[config.mk]
export PLATFORM = sky130hd
export DESIGN_NAME = evtrig_flag_gate
export DESIGN_NICKNAME = d
export VERILOG_FILES = /design/src/rtl/evtrig_pkg.sv /design/src/rtl/evtrig_rst_sync.sv /design/src/rtl/evtrig_soc_path.sv /design/src/rtl/evtrig_irq_gate.sv /design/src/rtl/evtrig_flag_regs.sv /design/src/rtl/evtrig_flag_gate.sv
export SDC_FILE = /design/constraint.sdc
export NUM_CORES = 1
export LEC_CHECK = 0
export BUFFER_PORTS_ARGS = -buffer_cell sky130_fd_sc_hd__buf_2
export CORE_UTILIZATION = 33
export CTS_BUF_LIST = sky130_fd_sc_hd__clkbuf_4 sky130_fd_sc_hd__clkbuf_8 sky130_fd_sc_hd__clkbuf_16
export DETAILED_ROUTE_END_ITERATION = 10
export PLACE_DENSITY = 0.71
export SLEW_MARGIN = 20
export SYNTH_ARGS = -nofsm -noshare
export SYNTH_HDL_FRONTEND = slang
export SYNTH_SLANG_ARGS = --single-unit
[constraint.sdc]
create_clock -name clk_i -period 0.8 [get_ports clk_i]
set_input_delay 0.12 -clock clk_i [delete_from_list [all_inputs] [get_ports clk_i]]
set_output_delay 0.12 -clock clk_i [all_outputs]
set_load 0.005 [all_outputs]
[src/rtl/evtrig_pkg.sv]
package evtrig_pkg;
  // Bit positions inside the readback and clear words; software decodes these.
  localparam int unsigned IRQ_BIT  = 0;
  localparam int unsigned SOCA_BIT = 2;
  localparam int unsigned SOCB_BIT = 3;
  // Number of ungated conversion channels, placed at consecutive bits from SOCA_BIT.
  localparam int unsigned NUM_SOC  = 2;
  // Minimum width of the register word that holds all defined bits.
  localparam int unsigned MIN_W    = SOCA_BIT + NUM_SOC;

  function automatic int unsigned soc_bit(input int unsigned idx);
    return SOCA_BIT + idx;
  endfunction
endpackage

[src/rtl/evtrig_rst_sync.sv]
module evtrig_rst_sync #(
  parameter int unsigned STAGES = 2
) (
  input  logic clk_i,
  input  logic rst_ni,
  output logic rst_sync_no
);
  logic [STAGES-1:0] sync_q;
  logic [STAGES-1:0] sync_d;

  always_comb begin
    sync_d = {sync_q[STAGES-2:0], 1'b1};
  end

  always_ff @(posedge clk_i or negedge rst_ni) begin
    if (!rst_ni) sync_q <= '0;
    else         sync_q <= sync_d;
  end

  assign rst_sync_no = sync_q[STAGES-1];
endmodule

[src/rtl/evtrig_soc_path.sv]
module evtrig_soc_path (
  input  logic clk_i,
  input  logic rst_ni,
  input  logic evt_i,
  input  logic clr_i,
  output logic pulse_o,
  output logic flag_o
);
  logic pulse_q, pulse_d;
  logic flag_q, flag_d;
  logic flag_en;

  // Pulse is never gated by the flag; an event always beats a clear.
  always_comb begin
    pulse_d = evt_i;
    flag_en = evt_i | clr_i;
    flag_d  = evt_i;
  end

  always_ff @(posedge clk_i or negedge rst_ni) begin
    if (!rst_ni) pulse_q <= 1'b0;
    else         pulse_q <= pulse_d;
  end

  always_ff @(posedge clk_i or negedge rst_ni) begin
    if (!rst_ni)      flag_q <= 1'b0;
    else if (flag_en) flag_q <= flag_d;
  end

  assign pulse_o = pulse_q;
  assign flag_o  = flag_q;

  a_r3_pulse_follows_event: assert property (@(posedge clk_i) disable iff (!rst_ni)
    evt_i |=> pulse_o);
  a_r3_no_spurious_pulse: assert property (@(posedge clk_i) disable iff (!rst_ni)
    !evt_i |=> !pulse_o);
  a_r4_event_sets_flag: assert property (@(posedge clk_i) disable iff (!rst_ni)
    evt_i |=> flag_o);
  a_r4_clear_drops_flag: assert property (@(posedge clk_i) disable iff (!rst_ni)
    (clr_i && !evt_i) |=> !flag_o);
endmodule

[src/rtl/evtrig_irq_gate.sv]
module evtrig_irq_gate (
  input  logic clk_i,
  input  logic rst_ni,
  input  logic evt_i,
  input  logic clr_i,
  output logic irq_o,
  output logic flag_o,
  output logic pend_o
);
  typedef enum logic [1:0] {
    ST_IDLE  = 2'b00,  // flag clear, nothing held
    ST_FLAG  = 2'b01,  // flag set, slot empty
    ST_PEND  = 2'b11   // flag set, one event held
  } gate_st_e;

  gate_st_e st_q, st_d;
  logic     irq_q, irq_d;

  always_comb begin
    st_d  = st_q;
    irq_d = 1'b0;
    unique case (st_q)
      ST_IDLE: begin
        if (evt_i) begin
          irq_d = 1'b1;
          st_d  = ST_FLAG;
        end
      end
      ST_FLAG: begin
        if (evt_i)      st_d = ST_PEND;   // event wins over a same-cycle clear
        else if (clr_i) st_d = ST_IDLE;
      end
      ST_PEND: begin
        if (!evt_i && clr_i) begin
          irq_d = 1'b1;                   // release held event, flag set again
          st_d  = ST_FLAG;
        end
        // extra events are dropped; event + clear keeps the slot full
      end
      default: st_d = ST_IDLE;
    endcase
  end

  always_ff @(posedge clk_i or negedge rst_ni) begin
    if (!rst_ni) begin
      st_q  <= ST_IDLE;
      irq_q <= 1'b0;
    end else begin
      st_q  <= st_d;
      irq_q <= irq_d;
    end
  end

  assign irq_o  = irq_q;
  assign flag_o = st_q[0];
  assign pend_o = st_q[1];

  a_r7_pend_needs_flag: assert property (@(posedge clk_i) disable iff (!rst_ni)
    pend_o |-> flag_o);
  a_r5_pulse_with_flag: assert property (@(posedge clk_i) disable iff (!rst_ni)
    irq_o |-> flag_o);
  a_r5_first_event_fires: assert property (@(posedge clk_i) disable iff (!rst_ni)
    (!flag_o && evt_i) |=> (irq_o && flag_o));
  a_r6_silent_while_flagged: assert property (@(posedge clk_i) disable iff (!rst_ni)
    (flag_o && !clr_i) |=> !irq_o);
  a_r8_release_on_clear: assert property (@(posedge clk_i) disable iff (!rst_ni)
    (pend_o && clr_i && !evt_i) |=> (irq_o && flag_o && !pend_o));
  a_r9_event_beats_clear: assert property (@(posedge clk_i) disable iff (!rst_ni)
    (flag_o && clr_i && evt_i) |=> (!irq_o && pend_o));
  a_r5_single_cycle: assert property (@(posedge clk_i) disable iff (!rst_ni)
    irq_o |=> !irq_o);
endmodule

[src/rtl/evtrig_flag_regs.sv]
module evtrig_flag_regs
  import evtrig_pkg::*;
#(
  parameter int unsigned REG_W = 16
) (
  input  logic                clk_i,
  input  logic                rst_ni,
  input  logic                clr_wr_i,
  input  logic [REG_W-1:0]    clr_data_i,
  input  logic                irq_flag_i,
  input  logic [NUM_SOC-1:0]  soc_flag_i,
  output logic                irq_clr_o,
  output logic [NUM_SOC-1:0]  soc_clr_o,
  output logic [REG_W-1:0]    flags_o
);
  localparam logic [REG_W-1:0] DEF_MASK =
    (REG_W'(1) << IRQ_BIT) | (REG_W'((1 << NUM_SOC) - 1) << SOCA_BIT);

  logic [REG_W-1:0] word;

  always_comb begin
    irq_clr_o = clr_wr_i & clr_data_i[IRQ_BIT];
  end

  for (genvar k = 0; k < NUM_SOC; k++) begin : g_soc_clr
    assign soc_clr_o[k] = clr_wr_i & clr_data_i[soc_bit(k)];
  end

  always_comb begin
    word          = '0;
    word[IRQ_BIT] = irq_flag_i;
    for (int k = 0; k < NUM_SOC; k++) begin
      word[soc_bit(k)] = soc_flag_i[k];
    end
  end

  assign flags_o = word;

  a_r1_reserved_read_zero: assert property (@(posedge clk_i) disable iff (!rst_ni)
    (flags_o & ~DEF_MASK) == '0);
  a_r10_no_write_no_clear: assert property (@(posedge clk_i) disable iff (!rst_ni)
    !clr_wr_i |-> (irq_clr_o == 1'b0 && soc_clr_o == '0));
endmodule

[src/rtl/evtrig_flag_gate.sv]
module evtrig_flag_gate
  import evtrig_pkg::*;
#(
  parameter int unsigned REG_W = 16
) (
  input  logic             clk_i,
  input  logic             rst_ni,
  input  logic             irq_evt_i,
  input  logic             soca_evt_i,
  input  logic             socb_evt_i,
  input  logic             clr_wr_i,
  input  logic [REG_W-1:0] clr_data_i,
  output logic [REG_W-1:0] flags_o,
  output logic             irq_o,
  output logic             soca_o,
  output logic             socb_o
);
  logic               rst_n;
  logic [NUM_SOC-1:0] soc_evt, soc_clr, soc_flag, soc_pulse;
  logic               irq_clr, irq_flag, irq_pend;

  initial begin
    if (REG_W < MIN_W) $error("REG_W too small for flag layout");
  end

  evtrig_rst_sync #(.STAGES(2)) u_rst (
    .clk_i       (clk_i),
    .rst_ni      (rst_ni),
    .rst_sync_no (rst_n)
  );

  assign soc_evt = {socb_evt_i, soca_evt_i};

  for (genvar k = 0; k < NUM_SOC; k++) begin : g_soc
    evtrig_soc_path u_path (
      .clk_i   (clk_i),
      .rst_ni  (rst_n),
      .evt_i   (soc_evt[k]),
      .clr_i   (soc_clr[k]),
      .pulse_o (soc_pulse[k]),
      .flag_o  (soc_flag[k])
    );
  end

  evtrig_irq_gate u_irq (
    .clk_i  (clk_i),
    .rst_ni (rst_n),
    .evt_i  (irq_evt_i),
    .clr_i  (irq_clr),
    .irq_o  (irq_o),
    .flag_o (irq_flag),
    .pend_o (irq_pend)
  );

  evtrig_flag_regs #(.REG_W(REG_W)) u_regs (
    .clk_i      (clk_i),
    .rst_ni     (rst_n),
    .clr_wr_i   (clr_wr_i),
    .clr_data_i (clr_data_i),
    .irq_flag_i (irq_flag),
    .soc_flag_i (soc_flag),
    .irq_clr_o  (irq_clr),
    .soc_clr_o  (soc_clr),
    .flags_o    (flags_o)
  );

  assign soca_o = soc_pulse[0];
  assign socb_o = soc_pulse[1];

  a_r2_quiet_in_reset: assert property (@(posedge clk_i)
    !rst_n |-> (flags_o == '0 && !irq_o && !soca_o && !socb_o && !irq_pend));
endmodule

==> results of run 1 <==
==> worst register-to-register path: cells and delay by family, from the launching register on <==
family / cells / cell delay [ps]
buf+inv: 1 / 90
mux: 1 / 320
fa+ha+maj: 1 / 140
simple gates: 2 / 370
flops: 1 / 400
==> cells by family (layout without fill, tap and decap cells) <==
logic type / count (synthesis) / after routing
compound gates: 4 / 4
buf+inv: 18 / 32
flops: 9 / 9
fa+ha+maj: 4 / 4
mux: 2 / 2
other cells: 2 / 14
simple gates: 10 / 10
==> metrics by stage <==
stage	setup TNS, ps	hold slack [ps]	instance area [sq um]
after floorplan	-1340	-176	564
after global placement	-1480	-94.6	578
after detailed placement	-1580	-93.1	578
after CTS	-2120	131	698
after global routing	-2400	149	716
final	-1990	119	716
==> timing repair <==
item                                    CTS  global route
gates resized for setup                  11             2
cloned                                    0             0
endpoints found under the setup margin    9             9
pin swaps                                 0             0
hold buffers                              3             0
buffers inserted                          2             1
hold endpoints to repair                  4             0
==> final cells by class <==
cell class                      count  area [sq um]
Timing Repair Buffer               26           178
Multi-Input combinational cell     34           259
Clock buffer                        3          22.5
Fill cell                         129           667
Tap cell                           15          18.8
Clock inverter                      1          5.00
Inverter                            2          7.51
Sequential cell                     9           225
==> metal layers <==
| layer | GRT usage | vias up |
|---|---|---|
| met5 | 0 | - |
| met4 | 0.0452 | 0 |
| met3 | 0.0522 | 0 |
| met2 | 0.219 | 13 |
| met1 | 0.117 | 167 |
| li1 | - | 179 |
==> report_power, final <==
group / internal [mW] / switching (mW)
Sequential: 0.536 / 0.0510
Clock: 0.184 / 0.171
Combinational: 0.651 / 0.447
Total: 1.37 / 0.668
==> how the worst max path moves through the flow <==
| stage | from | endpoint | slack, ps | depth (start not counted) |
|---|---|---|---|---|
| after detailed placement | u_irq.st_q[1]$_DFFE_PN0P_ | u_irq.st_q[1]$_DFFE_PN0P_ | -680 | 5 |
| after global routing | u_irq.st_q[1]$_DFFE_PN0P_ | u_irq.st_q[1]$_DFFE_PN0P_ | -700 | 5 |
| after floorplan | u_irq.st_q[0]$_DFFE_PN0P_ | u_irq.st_q[0]$_DFFE_PN0P_ | -620 | 5 |
| after global placement | u_irq.st_q[0]$_DFFE_PN0P_ | u_irq.st_q[1]$_DFFE_PN0P_ | -640 | 5 |
| after CTS | u_irq.st_q[1]$_DFFE_PN0P_ | u_irq.st_q[1]$_DFFE_PN0P_ | -690 | 5 |
| final | u_irq.st_q[0]$_DFFE_PN0P_ | u_irq.st_q[0]$_DFFE_PN0P_ | -640 | 5 |
==> cell usage in the layout (no fill, tap or decap) <==
cell type	count
clkbuf_4	3
nor2b_1	1
a21oi_1	1
buf_6	2
ha_4	2
nand4b_1	1
inv_2	2
nand2_1	4
clkinv_2	1
mux2_4	2
a21o_1	2
nor2_1	1
buf_2	13
dlygate4sd3_1	3
a21oi_2	1
ha_1	2
and4bb_1	1
conb_1	14
nor3_4	1
nor3_2	1
dfrtp_1	9
buf_4	8
==> flip-flops by register name (all words and copies together), names as in the netlist <==
name	count
g_soc.u_path.flag_o	2
g_soc.u_path.pulse_o	2
u_rst.sync_q	2
u_irq.irq_o	1
u_irq.st_q	2
==> Yosys cell counts <==
master | number | area share
buf_4 | 16 | 0.23
dfrtp_1 | 9 | 0.43
ha_1 | 4 | 0.096
nand2_1 | 4 | 0.029
a21o_1 | 2 | 0.029
a21oi_1 | 2 | 0.019
conb_1 | 2 | 0.014
inv_1 | 2 | 0.014
mux2_2 | 2 | 0.043
and4bb_1 | 1 | 0.024
nand4b_1 | 1 | 0.017
nor2_1 | 1 | 0.0072
nor2b_1 | 1 | 0.012
nor3_1 | 1 | 0.0096
nor3_2 | 1 | 0.019
==> qor.yml, run 1 <==
hold_path:
  hold_class: "reg -> async"
critical_path:
  worstRegToRegCells: 5
  slowest_delay_ps: 400
  path_class: "reg -> reg"
  required_ps: 940
  cp_num_buf_inv: 1
  cp_top_family: "flip-flops"
  timing.rr.end: "u_irq.st_q[0]$_DFFE_PN0P_"
  worstSetupStartpointType: "flop"
  crit_path_end_kind: "flop"
  r2r_setup_slack_ps: -640
  slowest_stage: "dfrtp_1"
  critical_path.cell_chain: "inv_2 -> ha_4 -> and4bb_1 -> nor3_4 -> mux2_4"
  r2r-start: "u_irq.st_q[0]$_DFFE_PN0P_"
  arrival_ps: 1580
  cp_max_fo: 3
sta:
  fin_skew_ps: 1.80
  slew_viol_final: 0
  rsz0062_at_grt: "yes"
  setup_viol: 9
  timing.final.crit_period_ps: 1440
  setup_ws_ps: -640
  max_freq_mhz: 694
  hold_viol: 0
  post-route-period-util: 1.80
grt:
  grt_max_degree: 8
  grt.overflow.total: 0
  grt_pass1_vias: 370
  groute.usage.overall: 0.120
  antenna_found_initial: 0
  grt_pass1_wl_um: 1540
cells_and_area:
  layout.nets: 102
  final_util: 0.518
  drive_above_1_share: 0.480
  n_antenna_cell: 0
  fin_cells: 90
  areaGrowthSynthToFinish_pct: 37.8
cts:
  htree_levels: 1
  cts_buffers: 3
  path_clk_slew_ps: 70
  clock_latency_ps: 260
  root_buffer: "clkbuf_4"
  cts_sinks: 9
  cts_buffer_depth: 2
  cts_tree: "done"
run:
  max-cap-violations: 0
power:
  leakagePower_nw: 0.374
  vdd_drop_max_mv: 1.83
  power_density_nw_per_um2: 2850
  p_total_mw: 2.04
logic_synthesis:
  synthAdderAreaFrac: 0.0964
  syn_inst: 49
  seq_area_frac_synth: 0.434
  ys_types: 15
  syn_avg_cell_area_sq_um: 10.6
  synth_compound_area_frac: 0.0482
  synth_top_family_by_area: "buffers and inverters"
  ys_warn_count: 0
  netlist_area_sq_um: 519
  muxShareOfSynthArea: 0.0434
  ys_seq_elements: 9
  synth-simple-area-share: 0.118
  synth-xor-area-share: 0
run_status:
  outcome: "finished with violations"
  violations: "negative setup slack"
placed_design:
  place_congestion: 0.774
  dp_slack_ps: -684
  dp_hpwl_um: 663
  placed_cells: 80
  port_buffers: 14
floorplan:
  die_w_um: 41.7
  rows: 13
  pin_count: 41
  coreArea_sq_um: 1380
  dieArea_sq_um: 1740
  die_y_um: 41.7
  initial_utilization: 0.376
drt:
  vias_per_cell: 3.99
  dr_total_vias: 359
  top_layer_used: "met3"
  met1_length_um: 336
  wl_met3_um: 40
  wl_met2_um: 527
  drt_iter0_markers: 0
  dr.pass1.iters: 1
  routed_wl_um: 903
  drc: 0
  ant_nets: 0
  avgRoutedWirePerCell_um: 10.0
No activity file was read; power rests on OpenSTA's default activity.
==> run 2, diff against run 1 <==
- CORE_UTILIZATION: 33 -> 40
- PLACE_DENSITY: 0.71 -> 0.8
- clock period: 0.8 -> 1.7 ns (I/O delays scaled with it)
==> run 2 against run 1 <==
  * The flow now finishes without violations
  * Core utilization is 2.3 points lower
  * Highest routed layer is now met4
  * Critical path depth stayed put
  * Setup slack better by 810 ps
==> qor.yml, run 2 (synthesized netlist as in run 1, its figures left out) <==
sta:
  rsz0062_at_grt: "no"
  setup_ws_ps: 165  # +806 ps
  fin_skew_ps: 3.80  # +2.00 ps
  hold_viol: 0  # unchanged
  post-route-period-util: 0.903  # -0.898
  timing.final.crit_period_ps: 1530  # +94.3 ps
  tns_ps: 0  # +1990 ps
  timing.hold.ws_ps: 108  # -10.4 ps
  setup_viol: 0  # -9
  slew_viol_final: 0  # unchanged
  max_freq_mhz: 652  # -6.1%
hold_path:
  hold_class: "reg -> async"
cts:
  cts_sinks: 9  # unchanged
  htree_levels: 1  # unchanged
  path_clk_slew_ps: 60  # about the same
  clock_latency_ps: 260  # about the same
  cts_buffer_depth: 2  # unchanged
  cts_resized: 0  # -11
  cts_buffers: 3  # unchanged
  cts_tree: "done"
  root_buffer: "clkbuf_4"
drt:
  dr.pass1.iters: 1  # unchanged
  ant_nets: 0  # unchanged
  routed_wl_um: 656  # -27%
  vias_per_cell: 4.13  # +3.5%
  dr_total_vias: 322  # -10%
  avgRoutedWirePerCell_um: 8.41  # -16%
  drc: 0  # unchanged
  drt_iter0_markers: 0  # unchanged
critical_path:
  critical_path.cell_chain: "inv_1 -> ha_1 -> and4bb_1 -> nor3_2 -> mux2_2"
  cp_top_family: "flip-flops"
  path_class: "reg -> reg"
  required_ps: 1840  # +900 ps
  slowest_delay_ps: 420  # +20 ps
  arrival_ps: 1680  # +100 ps
  crit_path_end_kind: "flop"
  r2r_setup_slack_ps: 170  # +810 ps
  worstSetupStartpointType: "flop"
  cp_max_fo: 4  # +1
  cp_num_buf_inv: 1  # unchanged
  slowest_stage: "dfrtp_1"
grt:
  groute.usage.overall: 0.116  # -0.00391
  grt_pass1_vias: 277  # -25%
  antenna_found_initial: 0  # unchanged
  grt.overflow.total: 0  # unchanged
  grtUsageMet1: 0.107  # -0.0102
  top_usage_layer: "met2"
  grt_util_met3: 0.0872  # +0.0350
  grt_pass1_wl_um: 1070  # -30%
  grt_max_degree: 8  # unchanged
  grt_util_met2: 0.186  # -0.0323
cells_and_area:
  n_antenna_cell: 0  # unchanged
  layout.nets: 91  # -11%
  final_cell_mix: "14 x conb_1, 14 x buf_2, 9 x dfrtp_1"
  fin_cells: 78  # -13%
  areaGrowthSynthToFinish_pct: 10.1
  finalInstanceArea_sq_um: 572  # -20%
  drive_above_1_share: 0.328  # -0.152
placed_design:
  place_area_sq_um: 532  # -8.0%
  placed_cells: 73  # -8.8%
  dp_hpwl_um: 569  # -14%
  place_congestion: 0.792  # +2.3%
  dp_slack_ps: 162  # +846 ps
  port_buffers: 14  # unchanged
floorplan:
  pin_count: 41  # unchanged
  coreArea_sq_um: 1160  # -16%
  die_w_um: 38.0  # -8.7%
  initial_utilization: 0.449  # +0.0736
  die_y_um: 38.0  # -8.7%
  rows: 12  # -1
  dieArea_sq_um: 1450  # -17%
power:
  power_density_nw_per_um2: 1210  # -58%
  leakagePower_nw: 0.310  # -17%
  vdd_drop_max_mv: 0.671  # -63%
run_status:
  outcome: "complete, no violations"
run:
  max-cap-violations: 0  # unchanged
[run 2: cell count changes in the layout (fill, tap and decap cells not counted), sizes merged]
cell,change
buf,-9
clkbuf,+1
clkinv,-1
dlygate4sd3,-2
[run 2: worst reg2reg max path, cell delays in order (launching register included)]
cell and delay, ps:
dfrtp_1 420, inv_1 100, ha_1 190, and4bb_1 200, nor3_2 160, mux2_2 360
[run 2: path summary, 6_finish.rpt]
check / depth (start not counted) / start / to
worst max-delay path: 5 / u_irq.st_q[1]$_DFFE_PN0P_ / u_irq.st_q[1]$_DFFE_PN0P_
worst min-delay path: 0 / u_rst.sync_q[1]$_DFF_PN0_ / u_irq.st_q[1]$_DFFE_PN0P_
worst max register to register: 5 / u_irq.st_q[1]$_DFFE_PN0P_ / u_irq.st_q[1]$_DFFE_PN0P_
worst min register to register: 0 / u_rst.sync_q[1]$_DFF_PN0_ / u_irq.st_q[1]$_DFFE_PN0P_
max in group asynchronous: 2 / rst_ni / u_rst.sync_q[0]$_DFF_PN0_
min in group clk_i: 1 / socb_evt_i / g_soc[1].u_path.pulse_o$_DFF_PN0_
[run 2: what timing repair did]
action	in CTS	in global routing
endpoints found under the hold margin	2	0
buffers inserted	0	0
hold buffers	1	0
setup endpoints to repair	0	0
[run 2: area by class of cell]
type	instances	area (sq um)
fillers	120	584
flip-flops and latches	9	225
multi-input cells	34	211
repair buffers	15	80.1
clock buffers	4	30.0
well taps	14	17.5
inverters	2	7.51
[run 2: layer usage]
metal / up-vias / wire, um
li1: 155 / -
met1: 146 / 251
met2: 19 / 327
met3: 2 / 71
met4: 0 / 6
met5: - / 0
[run 2: report_power, final]
group	switching (mW)	internal, mW
logic	0.111	0.122
registers	0.0304	0.253
clock network	0.0680	0.106
total	0.209	0.481
[run 2: per-stage QoR]
step,utilization,total power [mW]
floorplan,-,0.493
global placement,0.460,0.513
detailed placement,0.460,0.522
CTS,0.495,0.700
global route,0.495,0.759
finish,0.495,0.690
